## config.mk

```make
export PLATFORM = sky130hd
export DESIGN_NAME = cursor_overlay
export DESIGN_NICKNAME = d
export VERILOG_FILES = /design/src/rtl/cursor_pkg.sv /design/src/rtl/cursor_regs.sv /design/src/rtl/cursor_pixel.sv /design/src/rtl/cursor_refresh.sv /design/src/rtl/cursor_overlay.sv
export SDC_FILE = /design/constraint.sdc
export NUM_CORES = 1
export LEC_CHECK = 0
export BUFFER_PORTS_ARGS = -buffer_cell sky130_fd_sc_hd__buf_2
export CAP_MARGIN = 20
export CORE_MARGIN = 2
export CORE_UTILIZATION = 60
export DETAILED_ROUTE_END_ITERATION = 10
export PLACE_DENSITY_LB_ADDON = 0.25
export SLEW_MARGIN = 10
export SYNTH_ARGS = -nofsm -noshare
export SYNTH_HDL_FRONTEND = slang
export SYNTH_SLANG_ARGS = --single-unit
```

## constraint.sdc

```tcl
create_clock -name clk -period 11 [get_ports clk]
set_clock_uncertainty 0.05 [all_clocks]
set_input_delay 1.1 -clock clk [delete_from_list [all_inputs] [get_ports clk]]
set_output_delay 1.1 -clock clk [all_outputs]
set_load 0.05 [all_outputs]
```

## src/rtl/cursor_pkg.sv

```systemverilog
package cursor_pkg;

    localparam int COORD_W = 13;

    typedef logic signed [COORD_W-1:0] coord_t;

    localparam logic [7:0] IDX_FG = 8'hFF;
    localparam logic [7:0] IDX_BG = 8'hFE;

    typedef enum logic [0:0] {
        ST_SYNCED  = 1'b0,
        ST_PENDING = 1'b1
    } sync_state_t;

    // Coarse field [11:2] is negated as a 12-bit two's-complement value;
    // the low two bits are added without negation.
    function automatic coord_t decode_x(input logic [15:0] raw, input coord_t bias);
        coord_t coarse;
        coord_t fine;
        coarse = {raw[11], raw[11:2], 2'b00};
        fine   = {11'd0, raw[1:0]};
        return coord_t'(-coarse + fine - bias);
    endfunction

    function automatic coord_t decode_y(input logic [15:0] raw, input coord_t bias);
        coord_t whole;
        whole = {raw[11], raw[11:0]};
        return coord_t'(-whole - bias);
    endfunction

endpackage

```

## src/rtl/cursor_regs.sv

```systemverilog
module cursor_regs
    import cursor_pkg::*;
#(
    parameter int CUR_DIM = 16,
    parameter int ADDR_W  = 6,
    parameter int X_BIAS  = 232,
    parameter int Y_BIAS  = 15
) (
    input  logic                             clk,
    input  logic                             rst_n,
    input  logic                             cfg_we,
    input  logic [ADDR_W-1:0]                cfg_addr,
    input  logic [15:0]                      cfg_data,
    output logic [CUR_DIM-1:0][CUR_DIM-1:0]  plane_a,
    output logic [CUR_DIM-1:0][CUR_DIM-1:0]  plane_b,
    output coord_t                           cur_x,
    output coord_t                           cur_y,
    output logic                             cur_vis,
    output logic                             pos_wr
);

    localparam int IDX_W     = $clog2(CUR_DIM);
    localparam int ADDR_X    = 2 * CUR_DIM;
    localparam int ADDR_Y    = ADDR_X + 1;
    localparam int ADDR_CTRL = ADDR_X + 2;
    localparam int NPLANES   = 2;

    logic hit_x;
    logic hit_y;
    logic hit_ctrl;

    always_comb begin
        hit_x    = cfg_we && (cfg_addr == ADDR_W'(ADDR_X));
        hit_y    = cfg_we && (cfg_addr == ADDR_W'(ADDR_Y));
        hit_ctrl = cfg_we && (cfg_addr == ADDR_W'(ADDR_CTRL));
        pos_wr   = hit_x || hit_y || hit_ctrl;
    end

    for (genvar p = 0; p < NPLANES; p++) begin : g_plane
        logic [CUR_DIM-1:0][CUR_DIM-1:0] words;
        always_ff @(posedge clk) begin
            if (!rst_n) begin
                words <= '0;
            end else if (cfg_we &&
                         (cfg_addr[ADDR_W-1:IDX_W] == (ADDR_W-IDX_W)'(p))) begin
                words[cfg_addr[IDX_W-1:0]] <= cfg_data[CUR_DIM-1:0];
            end
        end
    end

    assign plane_a = g_plane[0].words;
    assign plane_b = g_plane[1].words;

    always_ff @(posedge clk) begin
        if (!rst_n) begin
            cur_x   <= decode_x(16'd0, coord_t'(X_BIAS));
            cur_y   <= decode_y(16'd0, coord_t'(Y_BIAS));
            cur_vis <= 1'b0;
        end else begin
            if (hit_x)    cur_x   <= decode_x(cfg_data, coord_t'(X_BIAS));
            if (hit_y)    cur_y   <= decode_y(cfg_data, coord_t'(Y_BIAS));
            if (hit_ctrl) cur_vis <= cfg_data[0];
        end
    end

    // writes above the control address leave position and visibility untouched
    a_r12_unused_addr_inert: assert property (@(posedge clk) disable iff (!rst_n)
        (cfg_we && (cfg_addr > ADDR_W'(ADDR_CTRL)))
            |=> ($stable(cur_x) && $stable(cur_y) && $stable(cur_vis)));

    // a position/control strobe never coincides with a write into plane storage
    a_r9_strobe_excl: assert property (@(posedge clk) disable iff (!rst_n)
        pos_wr |-> (cfg_addr >= ADDR_W'(ADDR_X)));

endmodule

```

## src/rtl/cursor_pixel.sv

```systemverilog
module cursor_pixel
    import cursor_pkg::*;
#(
    parameter int SCREEN_W = 1024,
    parameter int CUR_DIM  = 16,
    parameter int PIX_W    = 8
) (
    input  logic                             clk,
    input  logic                             rst_n,
    input  logic                             pix_valid,
    input  coord_t                           pix_x,
    input  coord_t                           pix_y,
    input  logic [PIX_W-1:0]                 pix_idx,
    input  coord_t                           cur_x,
    input  coord_t                           cur_y,
    input  logic                             cur_vis,
    input  logic [CUR_DIM-1:0][CUR_DIM-1:0]  plane_a,
    input  logic [CUR_DIM-1:0][CUR_DIM-1:0]  plane_b,
    output logic                             out_valid,
    output logic [PIX_W-1:0]                 out_idx
);

    localparam int IDX_W = $clog2(CUR_DIM);
    localparam logic signed [COORD_W:0] DIM_S  = (COORD_W+1)'(CUR_DIM);
    localparam logic signed [COORD_W:0] ZERO_S = '0;
    localparam coord_t                  SCR_W  = coord_t'(SCREEN_W);
    localparam coord_t                  SCR_0  = '0;

    logic signed [COORD_W:0] dx;
    logic signed [COORD_W:0] dy;
    logic                    on_screen;
    logic                    in_square;
    logic [IDX_W-1:0]        col;
    logic [IDX_W-1:0]        row;
    logic                    bit_a;
    logic                    bit_b;
    logic [PIX_W-1:0]        next_idx;

    always_comb begin
        dx        = {pix_x[COORD_W-1], pix_x} - {cur_x[COORD_W-1], cur_x};
        dy        = {pix_y[COORD_W-1], pix_y} - {cur_y[COORD_W-1], cur_y};
        on_screen = (pix_x >= SCR_0) && (pix_x < SCR_W);
        in_square = (dx >= ZERO_S) && (dx < DIM_S) && (dy >= ZERO_S) && (dy < DIM_S);
        col       = dx[IDX_W-1:0];
        row       = dy[IDX_W-1:0];
        bit_a     = plane_a[row][col];
        bit_b     = plane_b[row][col];
        next_idx  = pix_idx;
        if (cur_vis && on_screen && in_square) begin
            unique case ({bit_a, bit_b})
                2'b11:        next_idx = PIX_W'(IDX_FG);
                2'b10, 2'b01: next_idx = PIX_W'(IDX_BG);
                default:      next_idx = pix_idx;
            endcase
        end
    end

    always_ff @(posedge clk) begin
        if (!rst_n) begin
            out_valid <= 1'b0;
            out_idx   <= '0;
        end else begin
            out_valid <= pix_valid;
            out_idx   <= next_idx;
        end
    end

    // one-cycle valid pipeline
    a_r7_valid_rise: assert property (@(posedge clk) disable iff (!rst_n)
        pix_valid |=> out_valid);
    a_r7_valid_fall: assert property (@(posedge clk) disable iff (!rst_n)
        !pix_valid |=> !out_valid);

    // any substitution yields one of the two cursor colours
    a_r3_colour_only: assert property (@(posedge clk) disable iff (!rst_n)
        pix_valid ##1 (out_idx != $past(pix_idx))
            |-> (out_idx == PIX_W'(IDX_FG) || out_idx == PIX_W'(IDX_BG)));

    // hidden cursor is transparent
    a_r5_hidden_pass: assert property (@(posedge clk) disable iff (!rst_n)
        (pix_valid && !cur_vis) |=> (out_idx == $past(pix_idx)));

    // off-screen columns pass through
    a_r6_offscreen_pass: assert property (@(posedge clk) disable iff (!rst_n)
        (pix_valid && ((pix_x < SCR_0) || (pix_x >= SCR_W)))
            |=> (out_idx == $past(pix_idx)));

endmodule

```

## src/rtl/cursor_refresh.sv

```systemverilog
module cursor_refresh
    import cursor_pkg::*;
#(
    parameter int CUR_DIM = 16
) (
    input  logic   clk,
    input  logic   rst_n,
    input  logic   pos_wr,
    input  logic   frame_start,
    input  coord_t cur_y,
    input  logic   cur_vis,
    input  coord_t query_y,
    output logic   line_dirty
);

    localparam logic signed [COORD_W:0] DIM_S  = (COORD_W+1)'(CUR_DIM);
    localparam logic signed [COORD_W:0] ZERO_S = '0;

    sync_state_t state;
    sync_state_t state_nx;
    coord_t      shown_y;
    logic        shown_vis;

    function automatic logic row_in_span(input coord_t q, input coord_t base);
        logic signed [COORD_W:0] d;
        d = {q[COORD_W-1], q} - {base[COORD_W-1], base};
        return (d >= ZERO_S) && (d < DIM_S);
    endfunction

    // state register
    always_ff @(posedge clk) begin
        if (!rst_n) begin
            state     <= ST_SYNCED;
            shown_y   <= '0;
            shown_vis <= 1'b0;
        end else begin
            state <= state_nx;
            if (frame_start) begin
                shown_y   <= cur_y;
                shown_vis <= cur_vis;
            end
        end
    end

    // next state
    always_comb begin
        state_nx = state;
        unique case (state)
            ST_SYNCED:  if (pos_wr) state_nx = ST_PENDING;
            ST_PENDING: if (frame_start && !pos_wr) state_nx = ST_SYNCED;
            default:    state_nx = ST_SYNCED;
        endcase
    end

    // outputs
    always_comb begin
        line_dirty = 1'b0;
        unique case (state)
            ST_SYNCED:  line_dirty = 1'b0;
            ST_PENDING: line_dirty = (cur_vis && row_in_span(query_y, cur_y)) ||
                                     (shown_vis && row_in_span(query_y, shown_y));
            default:    line_dirty = 1'b0;
        endcase
    end

    // a clean frame start clears every dirty line
    a_r10_resync_clean: assert property (@(posedge clk) disable iff (!rst_n)
        (frame_start && !pos_wr) |=> !line_dirty);

    // a write never leaves a visible cursor's own first row clean
    a_r9_new_row_dirty: assert property (@(posedge clk) disable iff (!rst_n)
        pos_wr |=> (!cur_vis || (query_y != cur_y) || line_dirty));

endmodule

```

## src/rtl/cursor_overlay.sv

```systemverilog
module cursor_overlay
    import cursor_pkg::*;
#(
    parameter int SCREEN_W = 1024,
    parameter int CUR_DIM  = 16,
    parameter int PIX_W    = 8,
    parameter int X_BIAS   = 232,
    parameter int Y_BIAS   = 15,
    localparam int ADDR_W  = $clog2(2 * CUR_DIM + 3)
) (
    input  logic               clk,
    input  logic               rst_n,
    input  logic               cfg_we,
    input  logic [ADDR_W-1:0]  cfg_addr,
    input  logic [15:0]        cfg_data,
    input  logic               frame_start,
    input  logic               pix_valid,
    input  logic [12:0]        pix_x,
    input  logic [12:0]        pix_y,
    input  logic [PIX_W-1:0]   pix_idx,
    output logic               out_valid,
    output logic [PIX_W-1:0]   out_idx,
    input  logic [12:0]        query_y,
    output logic               line_dirty
);

    logic [CUR_DIM-1:0][CUR_DIM-1:0] plane_a;
    logic [CUR_DIM-1:0][CUR_DIM-1:0] plane_b;
    coord_t                          cur_x;
    coord_t                          cur_y;
    logic                            cur_vis;
    logic                            pos_wr;

    cursor_regs #(
        .CUR_DIM (CUR_DIM),
        .ADDR_W  (ADDR_W),
        .X_BIAS  (X_BIAS),
        .Y_BIAS  (Y_BIAS)
    ) u_regs (
        .clk      (clk),
        .rst_n    (rst_n),
        .cfg_we   (cfg_we),
        .cfg_addr (cfg_addr),
        .cfg_data (cfg_data),
        .plane_a  (plane_a),
        .plane_b  (plane_b),
        .cur_x    (cur_x),
        .cur_y    (cur_y),
        .cur_vis  (cur_vis),
        .pos_wr   (pos_wr)
    );

    cursor_pixel #(
        .SCREEN_W (SCREEN_W),
        .CUR_DIM  (CUR_DIM),
        .PIX_W    (PIX_W)
    ) u_pixel (
        .clk       (clk),
        .rst_n     (rst_n),
        .pix_valid (pix_valid),
        .pix_x     (coord_t'(pix_x)),
        .pix_y     (coord_t'(pix_y)),
        .pix_idx   (pix_idx),
        .cur_x     (cur_x),
        .cur_y     (cur_y),
        .cur_vis   (cur_vis),
        .plane_a   (plane_a),
        .plane_b   (plane_b),
        .out_valid (out_valid),
        .out_idx   (out_idx)
    );

    cursor_refresh #(
        .CUR_DIM (CUR_DIM)
    ) u_refresh (
        .clk         (clk),
        .rst_n       (rst_n),
        .pos_wr      (pos_wr),
        .frame_start (frame_start),
        .cur_y       (cur_y),
        .cur_vis     (cur_vis),
        .query_y     (coord_t'(query_y)),
        .line_dirty  (line_dirty)
    );

endmodule

```

# Yosys cells after proc, flatten, opt, wreduce, memory -nomap -nowiden
# Cells that the tools add are included.
# totals
ff_bits	563
elab_cells	112
# classes
n_reduce_logical	23
n_eq_ne	7
magnitude_cmp	14
muxes	18
bitwise_logic	1
n_addsub	9
# ops
op	count
256-bit bitwise mux	2
16-bit binary-select mux with 4-bit select	2
16-bit demux with 4-bit select	1
14-bit by 1-bit greater-or-equal comparator with 1-bit output (second input constant)	4
14-bit by 6-bit less-than comparator with 1-bit output (second input constant)	4
13-bit by 13-bit subtractor with 14-bit output	4
16-bit 2-to-1 mux	3
12-bit negator with 13-bit output	2
6-bit equality test (second input constant)	3
1-bit logical AND	17
8-bit one-hot mux with 2 select lines	1
4-bit by 5-bit less-than comparator with 1-bit output (second input constant)	3
13-bit by 3-bit adder with 13-bit output	1
13-bit by 1-bit greater-or-equal comparator with 1-bit output (second input constant)	1
13-bit by 12-bit less-than comparator with 1-bit output (second input constant)	1
13-bit by 5-bit subtractor with 13-bit output (second input constant)	1
13-bit by 9-bit subtractor with 13-bit output (second input constant)	1
1-bit binary-select mux with 4-bit select	2
8-bit 2-to-1 mux	1
2-bit by 1-bit equality test with 1-bit output (second input constant)	2
2-bit equality test (second input constant)	2
4-bit by 1-bit greater-or-equal comparator with 1-bit output (second input constant)	1
1-bit 2-to-1 mux	4
1-bit one-hot mux with 2 select lines	2
other kinds (5)	7

# Longest topological paths before layout
# Gate-level depths: netlist of run 1.
# depth
word_depth	9
mapped_depth	15

# Hierarchy
# From an unflattened synthesis of run 1, not the netlist that was laid out.
# hier_totals
hier_cells	2813
area_unflattened_um2	27581.5
# modules_own_cells
module	area_each_um2	instances	cells_per_inst	seq_area_each_um2
cursor_regs	19930.4	1	2039	10790.3
cursor_pixel	6087.1	1	586	180.2
cursor_refresh	1564.0	1	188	300.3

# Worst setup path after synthesis of run 1
# OpenSTA, ideal clock, no wires.
# synth_timing
kind	input-to-output
from	input port query_y[1]
to	output port line_dirty
t_arrival_ns	4.492
required_time_ns	9.850
stages	10
slack_ns	5.358
cell_sequence	ha_1 > nor2b_1 > o21a_1 > o21a_1 > o41ai_1 > o21ai_0 > a31oi_1 > o21ai_0 > mux2i_1 > o41ai_1
# synth_between
elab_chain_cells	6
# synth_lines
item	line_no	source
from (decl)	cursor_overlay.sv:23	input logic [12:0] query_y,
13-bit by 13-bit subtractor with 14-bit output	cursor_refresh.sv:26	d = {q[COORD_W-1], q} - {base[COORD_W-1], base};
14-bit by 1-bit greater-or-equal comparator with 1-bit output or 14-bit by 6-bit less-than comparator with 1-bit output (tied branches)	cursor_refresh.sv:27	return (d >= ZERO_S) && (d < DIM_S);
1-bit logical AND	cursor_refresh.sv:27	
1-bit logical AND, on equally long branches	cursor_refresh.sv:60, cursor_refresh.sv:61	
1-bit logical OR *	cursor_refresh.sv:60	ST_PENDING: line_dirty = (cur_vis && row_in_span(query_y, cur_y)) ||
1-bit one-hot mux with 2 select lines *	cursor_refresh.sv:58	unique case (state)
to (decl)	cursor_overlay.sv:24	output logic line_dirty
# Mark *: on every way between the ends. The rest lies on a longest branch, timed or not.

# Worst setup path in the final report of run 1
# layout_timing
from	input port pix_y[0]
to	register u_pixel.out_idx[7]
# layout_between
elab_chain_cells	9
# layout_lines
item	line_no	source
from (decl)	cursor_overlay.sv:19	input logic [12:0] pix_y,
13-bit by 13-bit subtractor with 14-bit output *	cursor_pixel.sv:41	dy = {pix_y[COORD_W-1], pix_y} - {cur_y[COORD_W-1], cur_y};
16-bit binary-select mux with 4-bit select, on equally long branches	cursor_pixel.sv:47, cursor_pixel.sv:46	
16-bit 2-to-1 mux, on equally long branches	cursor_pixel.sv:47, cursor_pixel.sv:46	
1-bit binary-select mux with 4-bit select, on equally long branches	cursor_pixel.sv:47, cursor_pixel.sv:46	
1-bit 2-to-1 mux, on equally long branches	cursor_pixel.sv:47, cursor_pixel.sv:46	
2-bit equality test or 2-bit by 1-bit equality test with 1-bit output (tied branches)	cursor_pixel.sv:50	unique case ({bit_a, bit_b})
2-bit OR reduction	cursor_pixel.sv:50	
8-bit one-hot mux with 2 select lines	cursor_pixel.sv:50	
8-bit 2-to-1 mux *	cursor_pixel.sv:49	if (cur_vis && on_screen && in_square) begin
to (signal assigned)	cursor_pixel.sv:64	out_idx <= next_idx;
to (decl)	cursor_pixel.sv:20	output logic [PIX_W-1:0] out_idx
# Mark *: on every way between the ends. The rest lies on a longest branch, timed or not. The select of a mux whose other input is x is not followed.
# A chain may end at the register's enable or synchronous reset.

==> impl_metrics.json, run 1 <==
{
  "wl_per_cell_um": 21.7,
  "hold_buffers": 0,
  "ys_top_cells_by_count": "nand2_1, dfxtp_1, a21oi_1",
  "synth_area_leaders": "dfxtp_1, nand2_1, mux4_2, a21oi_1, clkbuf_1",
  "cpPeakStageDelay_ns": 0.96,
  "status": "finished, final reports clean",
  "start_kind": "input pin",
  "area_delta_synth_final_pct": 9.45,
  "place.gp.congestion": 0.917,
  "num_vias": 23800,
  "grt_antenna_before_repair": 4,
  "crit_top_cell": "mux4_2",
  "synth_area_sq_um": 26400,
  "postCtsSetupRepairBufs": 0,
  "start_util_pct": 61.1,
  "clockBufferDepth": 3,
  "crit_required_ns": 11.45,
  "grt_pass1_vias": 22800,
  "grt_pass1_wl_um": 127000,
  "yosys_warnings": 0,
  "rows": 76,
  "route.antenna.remaining_nets": 0,
  "syn-num-nets": 3315,
  "ys_seq_elements": 563,
  "viasPerCell": 6.32,
  "yosysTopAreaCellShare_pct": 42.6,
  "die_area_sq_um": 45800,
  "drtIter0Drc": 3046,
  "wl_um": 81500,
  "clock_latency_ns": 0.64,
  "finalCritPeriodShare_pct": 48.2,
  "crit_slowest_cell": "fa_4",
  "core_sq_um": 43300,
  "cts_root_buf": "clkbuf_16",
  "dieHeight_um": 214,
  "drt-met1-wl_um": 31300,
  "synth_edf_count": 0,
  "synthCells": 3185,
  "top_layer": "met5",
  "finalHoldViolCount": 0,
  "grt.total_usage_pct": 34.9,
  "tns_ns": 0,
  "drive_gt1_share_pct": 12.3,
  "critical-path-top-delay-family": "compound AO/OA/AOI/OAI gates",
  "nNetsFinal": 3256,
  "leakage_nw": 10.1,
  "synth_cell_types": 66,
  "async_flop_share_pct": 0,
  "path_cells": "buf_2 > inv_1 > ha_4 > fa_4 > buf_4 > mux4_2 > mux4_2 > a2111oi_0 > a311oi_1 > o211ai_1 > a211oi_4 > o21a_1",
  "grt_max_degree": 164,
  "grt-ovfl-total": 0,
  "hold_path_class": "register to register",
  "cts_tree": "built",
  "dp_cells": 3648,
  "route.detailed.drc": 0,
  "syn_avg_cell_area_sq_um": 8.30,
  "rsz0062_at_grt": "no",
  "irDropWorstVdd_v": 0.000126,
  "hpwl_um": 50600,
  "cts.sinks": 563,
  "critPathBufInv": 3,
  "period_needed_ns": 5.30,
  "wl_met3_um": 9250,
  "stdcell_count": 3759,
  "yosys.area.top_type": "dfxtp_1",
  "clk_pin_slew_ns": 0.06,
  "ios": 84,
  "post_cts_resized": 0,
  "fp.dieW_um": 214,
  "final-max-slew-violation-count": 0,
  "finalSetupViolations": 0,
  "powerDensity_nw_per_um2": 152,
  "cap_violations": 0,
  "critPathArrivalTime_ns": 5.75,
  "worstSetupPathType": "input pin to register",
  "io_buffers": 83,
  "drt-pass1-iter-count": 8,
  "synth.most_common_cell": "nand2_1",
  "ys_seq_area_share_pct": 42.6,
  "cts_made_buffers": 58,
  "critPathCaptureType": "register",
  "ys.flop_type": "dfxtp_1",
  "cts_htree_levels": 2,
  "slew_headroom_pct": 21.7,
  "fmaxAchievable_ghz": 0.189,
  "crit_fanout": 49,
  "wl_met2_um": 37000,
  "tightestPinTransition_ns": 1.17
}
[tightest hold or removal path, stage by stage, from the launching register on]
cell and delay [ns]:
dfxtp_1 0.30, nand2_1 0.05, a21oi_1 0.05
[metrics by stage]
stage	hold WS, ns	instance area, sq um	util [%]	total power [mW]	setup slack (ns)
after floorplan	0.382	26400	-	2.37	5.36
after global placement	0.388	27000	62.3	2.47	5.16
after detailed placement	0.393	27000	62.4	2.48	5.09
after CTS	0.401	28900	66.8	4.39	5.72
after global routing	0.414	28900	66.9	4.51	5.59
final	0.401	28900	66.9	4.40	5.70
[cell type report]
class | instances | area [sq um]
fill | 3413 | 14300
clock inverter | 20 | 205
sequential | 563 | 11300
antenna | 3 | 7.51
multi-input combinational | 2321 | 14100
inverter | 58 | 225
tap | 585 | 732
timing repair buffer | 124 | 758
clock buffer | 85 | 1660
[registers in the layout, indices dropped and copies added, names as in the netlist]
signal,count
u_refresh.state,1
u_regs.cur_vis,1
u_pixel.out_valid,1
u_regs.cur_x,13
u_regs.plane_a,256
u_refresh.shown_y,13
u_pixel.out_idx,8
u_regs.plane_b,256
u_regs.cur_y,13
u_refresh.shown_vis,1
[metal layers]
metal,GRT usage (%),vias up
met4,16.9,4
met5,0,-
li1,-,10700
met1,46.4,11400
met2,54.6,1352
met3,6.99,275
[kinds of logic (layout without fill, tap and decap cells)]
group / after synthesis / in the layout / synth area share (%)
AND/OR/NAND/NOR: 1350 / 1350 / 20.2
XOR/XNOR: 31 / 31 / 1.06
AO/OA/AOI/OAI: 676 / 676 / 14.1
other: 0 / 3 / 0
adder cells (fa/ha/maj): 56 / 56 / 2.71
multiplexers: 208 / 208 / 14.8
buffers and inverters: 301 / 287 / 4.56
flip-flops: 563 / 563 / 42.6
[path summary, 6_finish.rpt]
path	start	depth (start not counted)	endpoint	slack [ns]
max	pix_y[0]	12	u_pixel.out_idx[7]	5.70
min	u_regs.plane_b[220]	2	u_regs.plane_b[220]	0.40
max reg2reg	u_regs.cur_y[0]	10	u_pixel.out_idx[7]	5.94
min reg2reg	u_regs.plane_b[220]	2	u_regs.plane_b[220]	0.40
[cells in the final DEF (no fill, tap or decap), drive strengths merged, types with 20 or more instances in the layout]
master / instances
a21oi: 546
o211ai: 20
nand3: 26
clkbuf: 85
inv: 60
ha: 54
mux2i: 60
dfxtp: 563
nand2: 1114
buf: 124
mux4: 146
nor3: 31
nor2: 112
[power breakdown]
part           internal [mW]  total (mW)  switching, mW
registers               2.05        2.06        0.00657
logic                  0.122       0.386          0.264
clock network           1.12        1.95          0.834
total                   3.29        4.40           1.10
No activity file was read; power rests on OpenSTA's default activity.
==> inputs of run 2 (changes only) <==
--- a/config.mk
+++ b/config.mk
@@ -8,7 +8,7 @@
 export BUFFER_PORTS_ARGS = -buffer_cell sky130_fd_sc_hd__buf_2
 export CAP_MARGIN = 20
 export CORE_MARGIN = 2
-export CORE_UTILIZATION = 60
+export CORE_UTILIZATION = 56
 export DETAILED_ROUTE_END_ITERATION = 10
 export PLACE_DENSITY_LB_ADDON = 0.25
 export SLEW_MARGIN = 10
==> constraint.sdc (replaced) <==
create_clock -name clk -period 4.5 [get_ports clk]
set_clock_uncertainty 0.05 [all_clocks]
set_input_delay 0.45 -clock clk [delete_from_list [all_inputs] [get_ports clk]]
set_output_delay 0.45 -clock clk [all_outputs]
set_load 0.05 [all_outputs]
==> run 2 against run 1 <==
Against the previous run:
- largest power group is now clock
- first-iteration DRC count fell by 7.4%
- combinational power rose to 2.6 times the previous value
- critical path depth fell by 1
- worst setup slack got worse by 5.6 ns
- clock power rose to 2.6 times the previous value
==> impl_metrics.json, run 2 (synthesis gave the netlist of run 1 again) <==
{
  "final-max-slew-violation-count": 0,
  "postLayoutSetupSlackWorst_ns": 0.0585,
  "die_area_sq_um": 49000,
  "io_buffers": 83,
  "crit_required_ns": 4.95,
  "cts_htree_levels": 2,
  "wl_um": 81700,
  "fill_cells": 3878,
  "drive_gt1_share_pct": 13.2,
  "rows": 79,
  "tightestPinTransition_ns": 1.13,
  "fmaxAchievable_ghz": 0.225,
  "r2r-start": "u_regs.cur_y[0]",
  "fin_area_sq_um": 29500,
  "num_vias": 23500,
  "clock_latency_ns": 0.62,
  "powerDensity_nw_per_um2": 377,
  "cts_root_buf": "clkbuf_16",
  "worstHoldEndpoint": "u_pixel.out_idx[7]",
  "cts_made_buffers": 58,
  "start_util_pct": 56.8,
  "hold_start": "pix_idx[7]",
  "leakage_nw": 10.4,
  "drtIter0Drc": 2821,
  "grt_antenna_before_repair": 4,
  "critPathCaptureType": "register",
  "crit_fanout": 49,
  "ios": 84,
  "rsz0062_at_grt": "no",
  "slew_headroom_pct": 24.6,
  "grt.total_usage_pct": 32.5,
  "finalHoldViolCount": 0,
  "grt_pass1_wl_um": 126000,
  "grt_max_degree": 193,
  "start_kind": "register",
  "power.total_mw": 11.1,
  "finalSetupViolations": 0,
  "grt_pass1_vias": 22600,
  "crit_top_cell": "mux4_2",
  "viasPerCell": 6.16,
  "cts.sinks": 563,
  "rrSetupSlack_ns": 0.06,
  "reg2reg_to": "u_pixel.out_idx[7]",
  "clockBufferDepth": 3,
  "hold_path_class": "input pin to register",
  "route.detailed.drc": 0,
  "dieHeight_um": 221,
  "core_sq_um": 46600,
  "route.antenna.remaining_nets": 0,
  "period_needed_ns": 4.44,
  "hpwl_um": 52400,
  "grt-ovfl-total": 0,
  "irDropWorstVdd_v": 0.000351,
  "status": "finished, final reports clean",
  "worstSetupPathType": "register to register",
  "place.gp.congestion": 0.966,
  "cts_tree": "built",
  "critPathArrivalTime_ns": 4.89,
  "clk_pin_slew_ns": 0.06,
  "cpPeakStageDelay_ns": 0.95,
  "post_dp_cell_area_sq_um": 27400,
  "crit_slowest_cell": "fa_4",
  "nNetsFinal": 3291,
  "area_delta_synth_final_pct": 11.5,
  "final_cell_mix": "nand2_1, dfxtp_1, a21oi_1",
  "wl_per_cell_um": 21.4,
  "hold_depth": 2,
  "diodes": 0,
  "drt-pass1-iter-count": 6,
  "cap_violations": 0,
  "reg2regPathDepth": 11,
  "layout_commonest_cell": "nand2_1",
  "path_cells": "ha_4 > fa_4 > buf_12 > mux4_2 > mux4_2 > a2111oi_1 > a311oi_1 > o211ai_1 > buf_4 > a211oi_4 > o21a_1",
  "pre_cts_slack_ns": -0.0674,
  "finalCritPeriodShare_pct": 98.7,
  "fp.dieW_um": 221
}
run 2: cell types whose count changed in the layout (fill, tap and decap cells not counted), sizes merged:
cell | previous run | this run
clkbuf | 85 | 82
clkinv | 12 | 13
inv | 60 | 59
dlygate4sd3 | 0 | 7
clkinvlp | 3 | 5
bufinv | 3 | 8
buf | 124 | 152
diode | 3 | 0
run 2: layer usage:
metal | vias to the layer above | global-route usage (%) | share of wire (%)
met3 | 231 | 7.65 | 11
met1 | 11200 | 43.3 | 40
met2 | 1245 | 50.7 | 45
met5 | - | 0 | 0.061
li1 | 10800 | - | -
met4 | 8 | 14.2 | 4.2
run 2: report_power, final:
group	switching, mW	total [mW]	internal [mW]
Clock	2.06	5.10	3.05
Sequential	0.0161	5.03	5.02
Combinational	0.648	0.988	0.340
run 2: cell type report:
| class | count | area (sq um) | area share [%] |
|---|---|---|---|
| Clock buffer | 82 | 1670 | 5.67 |
| Clock inverter | 27 | 367 | 1.24 |
| Sequential cell | 563 | 11300 | 38.2 |
| Multi-Input combinational cell | 2321 | 14100 | 47.7 |
| Inverter | 58 | 225 | 0.764 |
| Tap cell | 607 | 759 | 2.58 |
| Timing Repair Buffer | 159 | 1140 | 3.87 |
run 2: repair_timing:
action | in CTS | in global routing
buffers inserted | 0 | 0
endpoints found under the setup margin | 0 | 7
resized for setup | 0 | 1
hold endpoints to repair | 7 | 0
hold buffers | 7 | 0
run 2: how the worst max path moves through the flow:
stage	start	end	cells past startpoint
floorplan	query_y[1]	line_dirty	10
global placement	pix_y[0]	u_pixel.out_idx[1]	13
detailed placement	pix_y[0]	u_pixel.out_idx[7]	13
CTS	u_regs.cur_y[0]	u_pixel.out_idx[7]	11
global route	u_regs.cur_y[0]	u_pixel.out_idx[7]	11
finish	u_regs.cur_y[0]	u_pixel.out_idx[7]	11
run 2: through the flow:
step | hold WS [ns] | std cells | util (%) | setup TNS, ns
after floorplan | 0.382 | 3185 | - | 0
after global placement | 0.388 | 3697 | 58.7 | -0.237
final | 0.0161 | 3817 | 63.3 | 0
after detailed placement | 0.395 | 3700 | 58.7 | -0.403
after CTS | 0.00180 | 3816 | 63.3 | 0
after global routing | 0.0244 | 3817 | 63.3 | 0
run 2: worst max-delay path: cells and delay by family (launching register included):
family          cells  cell delay (ns)
fa+ha+maj           2             1.13
buf+inv             2             0.55
flops               1             0.35
compound gates      5             1.31
mux                 2             0.87
